File: config.mk
export PLATFORM = sky130hd
export DESIGN_NAME = bounds_decoder
export DESIGN_NICKNAME = d
export VERILOG_FILES = /design/src/rtl/bdec_pkg.sv /design/src/rtl/bdec_ones_mask.sv /design/src/rtl/bdec_entry.sv /design/src/rtl/bdec_popcount.sv /design/src/rtl/bounds_decoder.sv
export SDC_FILE = /design/constraint.sdc
export NUM_CORES = 2
export LEC_CHECK = 0
export BUFFER_PORTS_ARGS = -buffer_cell sky130_fd_sc_hd__buf_2
export CAP_MARGIN = 25
export CORE_AREA = 10 10 333 335
export CTS_BUF_LIST = sky130_fd_sc_hd__clkbuf_16
export CTS_CLUSTER_SIZE = 30
export DETAILED_ROUTE_END_ITERATION = 6
export DIE_AREA = 0 0 343 345
export REMOVE_ABC_BUFFERS = 1
export SYNTH_ARGS = -nofsm -noshare
export SYNTH_HDL_FRONTEND = slang
export SYNTH_SLANG_ARGS = --single-unit
File: constraint.sdc
create_clock -name clk -period 3.1 [get_ports clk]
set_input_delay 0 -clock clk [delete_from_list [all_inputs] [get_ports clk]]
set_output_delay 0 -clock clk [all_outputs]
set_load 0.05 [all_outputs]
File: src/rtl/bdec_pkg.sv
package bdec_pkg;

  typedef enum logic [1:0] {
    MODE_OFF   = 2'd0,
    MODE_TOR   = 2'd1,
    MODE_NA4   = 2'd2,
    MODE_NAPOT = 2'd3
  } match_mode_t;

  localparam int MODE_LSB = 3;

  function automatic match_mode_t mode_of(input logic [7:0] cfg);
    return match_mode_t'(cfg[MODE_LSB +: 2]);
  endfunction

endpackage

File: src/rtl/bdec_ones_mask.sv
// Marks the run of trailing one bits of a word: mask[k] is set when bits
// [k:0] are all ones. The top bit is not needed by the decoder.
module bdec_ones_mask #(
  parameter int ADDR_W = 32
) (
  input  logic [ADDR_W-1:0] word_i,
  output logic [ADDR_W-2:0] mask_o
);

  assign mask_o[0] = word_i[0];

  genvar k;
  generate
    for (k = 1; k < ADDR_W - 1; k++) begin : g_chain
      assign mask_o[k] = mask_o[k-1] & word_i[k];
    end
  endgenerate

endmodule

File: src/rtl/bdec_entry.sv
// Decodes one entry into an inclusive byte range.
module bdec_entry
  import bdec_pkg::*;
#(
  parameter int ADDR_W = 32
) (
  input  match_mode_t               mode_i,
  input  logic [ADDR_W-1:0]         addr_i,
  input  logic [ADDR_W-1:0]         below_i,
  output logic [ADDR_W+1:0]         lo_o,
  output logic [ADDR_W+1:0]         hi_o
);

  localparam int BYTE_W = ADDR_W + 2;

  logic [ADDR_W-2:0] run_mask;
  logic [ADDR_W-1:0] clear_mask;
  logic [BYTE_W-1:0] own_byte;
  logic [BYTE_W-1:0] pow_base;
  logic [BYTE_W-1:0] pow_span;

  bdec_ones_mask #(.ADDR_W(ADDR_W)) u_mask (
    .word_i (addr_i),
    .mask_o (run_mask)
  );

  // Clearing one bit past the run is harmless: that bit is the first zero.
  assign clear_mask = {run_mask, 1'b1};
  assign own_byte   = {addr_i, 2'b00};
  assign pow_base   = {addr_i & ~clear_mask, 2'b00};
  assign pow_span   = {clear_mask, 2'b11};

  always_comb begin
    unique case (mode_i)
      MODE_TOR: begin
        lo_o = {below_i, 2'b00};
        hi_o = own_byte - BYTE_W'(1);
      end
      MODE_NA4: begin
        lo_o = own_byte;
        hi_o = own_byte | BYTE_W'(3);
      end
      MODE_NAPOT: begin
        lo_o = pow_base;
        hi_o = pow_base | pow_span;
      end
      default: begin
        lo_o = '0;
        hi_o = '1;
      end
    endcase
  end

endmodule

File: src/rtl/bdec_popcount.sv
module bdec_popcount #(
  parameter int NUM_BITS = 8,
  parameter int CNT_W    = $clog2(NUM_BITS + 1)
) (
  input  logic [NUM_BITS-1:0] bits_i,
  output logic [CNT_W-1:0]    count_o
);

  always_comb begin
    count_o = '0;
    for (int k = 0; k < NUM_BITS; k++) begin
      count_o = count_o + CNT_W'(bits_i[k]);
    end
  end

endmodule

File: src/rtl/bounds_decoder.sv
module bounds_decoder
  import bdec_pkg::*;
#(
  parameter int NUM_ENTRIES = 8,
  parameter int ADDR_W      = 32,
  parameter int IDX_W       = $clog2(NUM_ENTRIES),
  parameter int CNT_W       = $clog2(NUM_ENTRIES + 1)
) (
  input  logic                                 clk,
  input  logic                                 rst,
  input  logic [NUM_ENTRIES-1:0][7:0]          cfg_i,
  input  logic [NUM_ENTRIES-1:0][ADDR_W-1:0]   addr_i,
  input  logic                                 upd_valid,
  output logic                                 upd_ready,
  input  logic [IDX_W-1:0]                     upd_idx,
  output logic [NUM_ENTRIES-1:0][ADDR_W+1:0]   rgn_lo,
  output logic [NUM_ENTRIES-1:0][ADDR_W+1:0]   rgn_hi,
  output logic [CNT_W-1:0]                     active_cnt,
  output logic                                 upd_done
);

  localparam int BYTE_W = ADDR_W + 2;

  logic                    upd_fire;
  logic [NUM_ENTRIES-1:0]  refresh;
  logic [NUM_ENTRIES-1:0]  live;
  logic [CNT_W-1:0]        live_cnt;
  match_mode_t             dec_mode [NUM_ENTRIES];
  match_mode_t             mode_q   [NUM_ENTRIES];
  logic [BYTE_W-1:0]       dec_lo   [NUM_ENTRIES];
  logic [BYTE_W-1:0]       dec_hi   [NUM_ENTRIES];
  logic [ADDR_W-1:0]       below    [NUM_ENTRIES];
  logic                    cfg_unused;

  assign upd_ready = ~rst;
  assign upd_fire  = upd_valid & upd_ready;

  always_comb begin
    cfg_unused = 1'b0;
    for (int k = 0; k < NUM_ENTRIES; k++) begin
      cfg_unused = cfg_unused ^ (^cfg_i[k][7:5]) ^ (^cfg_i[k][2:0]);
    end
  end

  genvar k;
  generate
    for (k = 0; k < NUM_ENTRIES; k++) begin : g_entry
      if (k == 0) begin : g_first
        assign below[k]   = '0;
        assign refresh[k] = upd_fire && (upd_idx == IDX_W'(0));
      end else begin : g_rest
        assign below[k]   = addr_i[k-1];
        assign refresh[k] = upd_fire && ((upd_idx == IDX_W'(k)) ||
                                         (upd_idx == IDX_W'(k - 1)));
      end

      assign dec_mode[k] = mode_of(cfg_i[k]);
      assign live[k]     = (dec_mode[k] != MODE_OFF);

      bdec_entry #(.ADDR_W(ADDR_W)) u_dec (
        .mode_i  (dec_mode[k]),
        .addr_i  (addr_i[k]),
        .below_i (below[k]),
        .lo_o    (dec_lo[k]),
        .hi_o    (dec_hi[k])
      );

      always_ff @(posedge clk) begin
        if (rst) begin
          rgn_lo[k] <= '0;
          rgn_hi[k] <= '1;
          mode_q[k] <= MODE_OFF;
        end else if (refresh[k]) begin
          rgn_lo[k] <= dec_lo[k];
          rgn_hi[k] <= dec_hi[k];
          mode_q[k] <= dec_mode[k];
        end
      end

      // Range width minus one, used by the alignment checks below.
      logic [BYTE_W-1:0] span_q;
      assign span_q = rgn_hi[k] - rgn_lo[k];

      assert_word_grain_R4: assert property (@(posedge clk) disable iff (rst)
        (rgn_lo[k][1:0] == 2'b00) && (rgn_hi[k][1:0] == 2'b11));

      assert_na4_span_R5: assert property (@(posedge clk) disable iff (rst)
        (mode_q[k] == MODE_NA4) |-> (span_q == BYTE_W'(3)));

      // ranges other than top-of-range are power-of-two sized and aligned.
      assert_pow_aligned_R6: assert property (@(posedge clk) disable iff (rst)
        (mode_q[k] != MODE_TOR) |->
          (((span_q & (span_q + BYTE_W'(1))) == '0) && ((rgn_lo[k] & span_q) == '0)));
    end
  endgenerate

  bdec_popcount #(.NUM_BITS(NUM_ENTRIES), .CNT_W(CNT_W)) u_count (
    .bits_i  (live),
    .count_o (live_cnt)
  );

  always_ff @(posedge clk) begin
    if (rst) begin
      active_cnt <= '0;
      upd_done   <= 1'b0;
    end else begin
      upd_done <= upd_fire;
      if (upd_fire) begin
        active_cnt <= live_cnt;
      end
    end
  end

  assert_hold_between_R2: assert property (@(posedge clk) disable iff (rst)
    !upd_done |-> ($stable(rgn_lo) && $stable(rgn_hi) && $stable(active_cnt)));

endmodule

* Word-level counts from Yosys, hierarchy flattened
Cells that the tools add are included.
Word-level totals: register bits after elaboration 549, output and inout port bits 550
Cells by class: add/subtract/negate cells 15, equality and inequality tests 31, multiplexer cells 16, bitwise gates (word level) 266, reduce and logical (&&, ||, !) cells 24
Operator list (number):
- 34-bit case mux with 3 select lines | 15
- 34-bit OR | 8
- 34-bit by 1-bit subtractor with 34-bit output, second input constant | 8
- 32-bit AND | 8
- 32-bit inverter | 8
- 1-bit AND | 241
- 34-bit case mux with 2 select lines | 1
- 2-bit equality test, second input constant | 16
- 4-bit by 1-bit adder with 4-bit output | 6
- 2-bit by 1-bit equality test with 1-bit output, second input constant | 8
- 2-bit nonzero test | 8
- 3-bit equality test, second input constant | 4
- 1-bit logical AND | 8
- 1-bit logical OR | 7
- 3-bit by 2-bit equality test with 1-bit output, second input constant | 2
- 3-bit by 1-bit equality test with 1-bit output, second input constant | 1
- 3-bit zero test | 1
- 1-bit by 1-bit adder with 2-bit output | 1
- 1-bit inverter | 1

* Logic depth before layout (Yosys ltp)
depth after elaboration 34, gate-level depth with buffers 13, depth with buffers taken out 12

* Hierarchy
Synthesis repeated with hierarchy kept, for this count alone.
Unflattened totals: cell total of the unflattened synthesis 5143, area total of the unflattened synthesis 36628.9 um2
Modules (own cells, without submodules):
- bounds_decoder | instances 1, cells each 2357, area an instance 19902.8 um2, sequential area each 10990.5 um2
- bdec_entry at g_entry[0].u_dec ... | instances 6, cells each 280, area an instance 1687.9 um2, sequential area each 0.0 um2
- bdec_ones_mask | instances 8, cells each 66, area an instance 404.1 um2, sequential area each 0.0 um2
- bdec_entry at g_entry[1].u_dec ... | instances 2, cells each 278, area an instance 1586.5 um2, sequential area each 0.0 um2
- bdec_popcount | instances 1, cells each 22, area an instance 192.7 um2, sequential area each 0.0 um2

* Worst setup path before layout
No wires, ideal clock.
path type input to register, start input port cfg_i[3] in the netlist's numbering, end register active_cnt[1], library setup time 0.086 ns, arrival time 2.859 ns, slack 0.156 ns, stages 11, buffers on the path 1, cells stage by stage clkbuf_1 or2_2 ha_1 inv_1 fa_1 fa_1 inv_1 fa_1 inv_1 fa_1 a211oi_1
Between the ends: cells in the longest elaborated chain, start to end 8
Ends and longest elaborated chain:
- start: declaration | RTL line bounds_decoder.sv:11 | input logic [NUM_ENTRIES-1:0][7:0] cfg_i,
- 2-bit nonzero test | RTL line bounds_decoder.sv:58 | assign live[k] = (dec_mode[k] != MODE_OFF);
- 1-bit by 1-bit adder with 2-bit output | RTL line bdec_popcount.sv:12 | count_o = count_o + CNT_W'(bits_i[k]);
- 4-bit by 1-bit adder with 4-bit output (6 in a row) | RTL line bdec_popcount.sv:12
- end signal: assignment | RTL line bounds_decoder.sv:109 | active_cnt <= live_cnt;
- end: declaration | RTL line bounds_decoder.sv:18 | output logic [CNT_W-1:0] active_cnt,
Every way passes these cells. A chain may end at the register's enable or synchronous reset.

* Final worst setup path
start input port addr_i[5] in the netlist's numbering, end register rgn_lo[31] in the netlist's numbering
Between the ends: cells in the longest elaborated chain, start to end 27
Ends and longest elaborated chain:
- start: declaration | RTL line bounds_decoder.sv:12 | input logic [NUM_ENTRIES-1:0][ADDR_W-1:0] addr_i,
- 1-bit AND (24 in a row) | RTL line bdec_ones_mask.sv:15 | assign mask_o[k] = mask_o[k-1] & word_i[k];
- 32-bit inverter | RTL line bdec_entry.sv:30 | assign pow_base = {addr_i & ~clear_mask, 2'b00};
- 32-bit AND | RTL line bdec_entry.sv:30
- 34-bit case mux with 2 select lines | RTL line bdec_entry.sv:34 | unique case (mode_i)
- end signal: indexed assignment | RTL line bounds_decoder.sv:74 | rgn_lo[k] <= dec_lo[k];
- end: declaration | RTL line bounds_decoder.sv:16 | output logic [NUM_ENTRIES-1:0][ADDR_W+1:0] rgn_lo,
Every way passes these cells.

==> impl_metrics.yaml <==
placement:
  io_buffer_count: 795
  place.gp.congestion: 0.960
  place_hpwl_mm: 124
  dpl_cell_area_mm2: 0.0343
  pre_cts_slack_ns: -0.0302
pwr:
  ir_drop_mv: 0.523
  cellPowerDensity_mw_per_mm2: 445
  leakagePower_nw: 15.8
logic_synthesis:
  synthCells: 3814
  yosysUniqueCellTypes: 89
  synth_warnings: 0
  ys.flop_type: "dfxtp_1"
  syn_area_mm2: 0.0291
  ys_seq_area_frac: 0.356
  syn_area_per_cell_um2: 7.62
  synth_edf_count: 0
  synth-seq-cells: 517
  synthArstFlopShare: 0
clock_tree:
  root_buffer: "clkbuf_16"
  clk_latency_ns: 0.69
  htree_levels: 2
  worst_setup_hold_path_clk_slew_ns: 0.06
  cts_tree: "yes"
  clock-sinks: 517
  cts_buffer_depth: 3
  numCtsBuffers: 61
timing:
  worst_slack_ns: 0.00875
  setup_viol: 0
  clock_skew_ns: 0
  hold_viol_final: 0
  worst_pin_slew_ns: 1.03
  maxSlewHeadroom: 0.312
  fin_crit_ns: 3.09
  rsz0062_at_grt: "yes"
  timing.final.crit_share: 0.997
  fmaxAchievable_mhz: 323
  slew_violations: 0
status:
  status: "complete, no violations"
floorplan:
  pin_count: 876
  dieArea_mm2: 0.118
  initial_core_util: 0.279
  core.rowCount: 119
  die-height_um: 345
  die_x_um: 343
  fp.coreArea_mm2: 0.104
routing:
  wl_per_cell_um: 25.9
  first_pass_iters: 6
  dr_total_vias: 36300
  drt_drc_violations_left: 0
  initialDrtViolationCount: 3608
  via_per_inst: 5.71
  wirelength_mm: 165
  ant_nets: 0
global_route:
  grtUsageTotal: 0.260
  grt_pass1_wl_mm: 238
  grt_pass1_vias: 35100
  grt_max_degree: 63
  grt_overflow: 0
  grt_antenna_before_repair: 4
setup_path:
  cp.arrival_ns: 3.66
  critPathKind: "input pin to register"
  crit_required_ns: 3.67
  start_kind: "input pin"
  path_max_fanout: 7
  crit_path_end_kind: "register"
finish:
  final_cell_mix: "buf_2, dfxtp_1, dlygate4sd3_1"
  syn_to_final_growth_pct: 42.4
  drive_above_1_share: 0.223
  design_area_mm2: 0.0414
  layout.nets: 5276
  final_common_cell: "buf_2"
job:
  maxCapViolCount: 0
min_path:
  min_path_type: "input pin to register"
timing repair:
item | in CTS | in global routing
hold endpoints to repair | 515 | 0
setup endpoints to repair | 0 | 24
hold buffers | 485 | 0
buffers inserted | 0 | 4
resized for setup | 0 | 46
worst paths after layout:
| check | start | to | slack (ns) | cells past startpoint |
|---|---|---|---|---|
| setup reg to reg | rgn_lo[83] | rgn_lo[83] | 1.69 | 3 |
| hold / removal | addr_i[193] | rgn_hi[207] | 0.05 | 5 |
| setup / recovery | addr_i[5] | rgn_lo[31] | 0.009 | 11 |
| hold reg to reg | rgn_lo[21] | rgn_lo[21] | 0.45 | 2 |
logic make-up (layout without fill, tap and decap cells):
group           count (synthesis)  count (layout)  synth area share
compound gates               1076            1076             0.252
xor+xnor                      142             142            0.0428
fa+ha+maj                      31              31            0.0144
buf+inv                       452            1579            0.0634
flops                         517             517             0.356
mux                            26              26           0.00938
other cells                     2              33          0.000258
simple gates                 1568            1568             0.262
layer usage:
metal,GRT usage,part of all wire,wire length (um)
met1,0.317,0.39,64100
met2,0.420,0.46,74900
met3,0.0694,0.10,16700
met4,0.123,0.054,8820
met5,0,0.00020,33
critical path, stage by stage:
cell and delay [ns]:
dlygate4sd3_1 0.54, buf_2 0.26, nand2_1 0.07, dlygate4sd3_1 0.59, or3_4 0.43, or3_4 0.45
nor3_1 0.21, buf_4 0.19, nand3_1 0.07, dlygate4sd3_1 0.57, a32o_1 0.26
state kept, by name, summed over array words and instances (netlist names):
| signal | cells |
|---|---|
| rgn_hi | 256 |
| rgn_lo | 256 |
| active_cnt | 4 |
| upd_done | 1 |
metrics by stage:
stage,util,TNS [ns],hold WS (ns),power (mW),cells
3_5_place_dp,0.329,-0.0302,0.303,10.4,5759
3_3_place_gp,0.329,-0.0135,0.301,10.4,5759
5_1_grt,0.397,-0.0354,0.0764,19.0,6363
4_1_cts,0.395,0,0.00789,18.5,6359
6_report,0.397,0,0.0473,18.4,6363
2_1_floorplan,-,-24.79,0.0691,8.80,3447
cell type report:
class	count	area, um2
well taps	1391	1740
multi-input cells	2875	17200
repair buffers	1409	9840
clock buffers	61	1530
clock inverters	54	517
flip-flops and latches	517	10300
inverters	55	209
diodes	1	2.50
fillers	10800	63000
Yosys cell counts, drive strengths merged (29+ instances only):
cell / count / area share
a21oi: 261 / 0.045
a221oi: 30 / 0.0090
and2: 29 / 0.0062
and3: 54 / 0.012
nor4: 72 / 0.017
o21ai: 179 / 0.031
a32o: 32 / 0.011
buf: 69 / 0.014
nand3: 183 / 0.032
o211ai: 39 / 0.010
nor2: 391 / 0.050
nand4: 74 / 0.016
clkbuf: 328 / 0.042
xor2: 58 / 0.017
a211oi: 58 / 0.015
nand2: 430 / 0.056
or3: 34 / 0.0073
or4: 38 / 0.011
a221o: 29 / 0.010
a22oi: 38 / 0.0098
inv: 52 / 0.0067
a32oi: 85 / 0.026
nand2b: 29 / 0.0065
nor3: 139 / 0.024
o22a: 29 / 0.0087
dfxtp: 517 / 0.36
a31oi: 132 / 0.028
xnor2: 84 / 0.025
power breakdown:
part / internal [mW] / switching, mW / total, mW
registers: 6.85 / 0.157 / 7.01
logic: 1.13 / 2.65 / 3.78
clock network: 4.33 / 3.29 / 7.62
(Power assumes the default switching activity.)
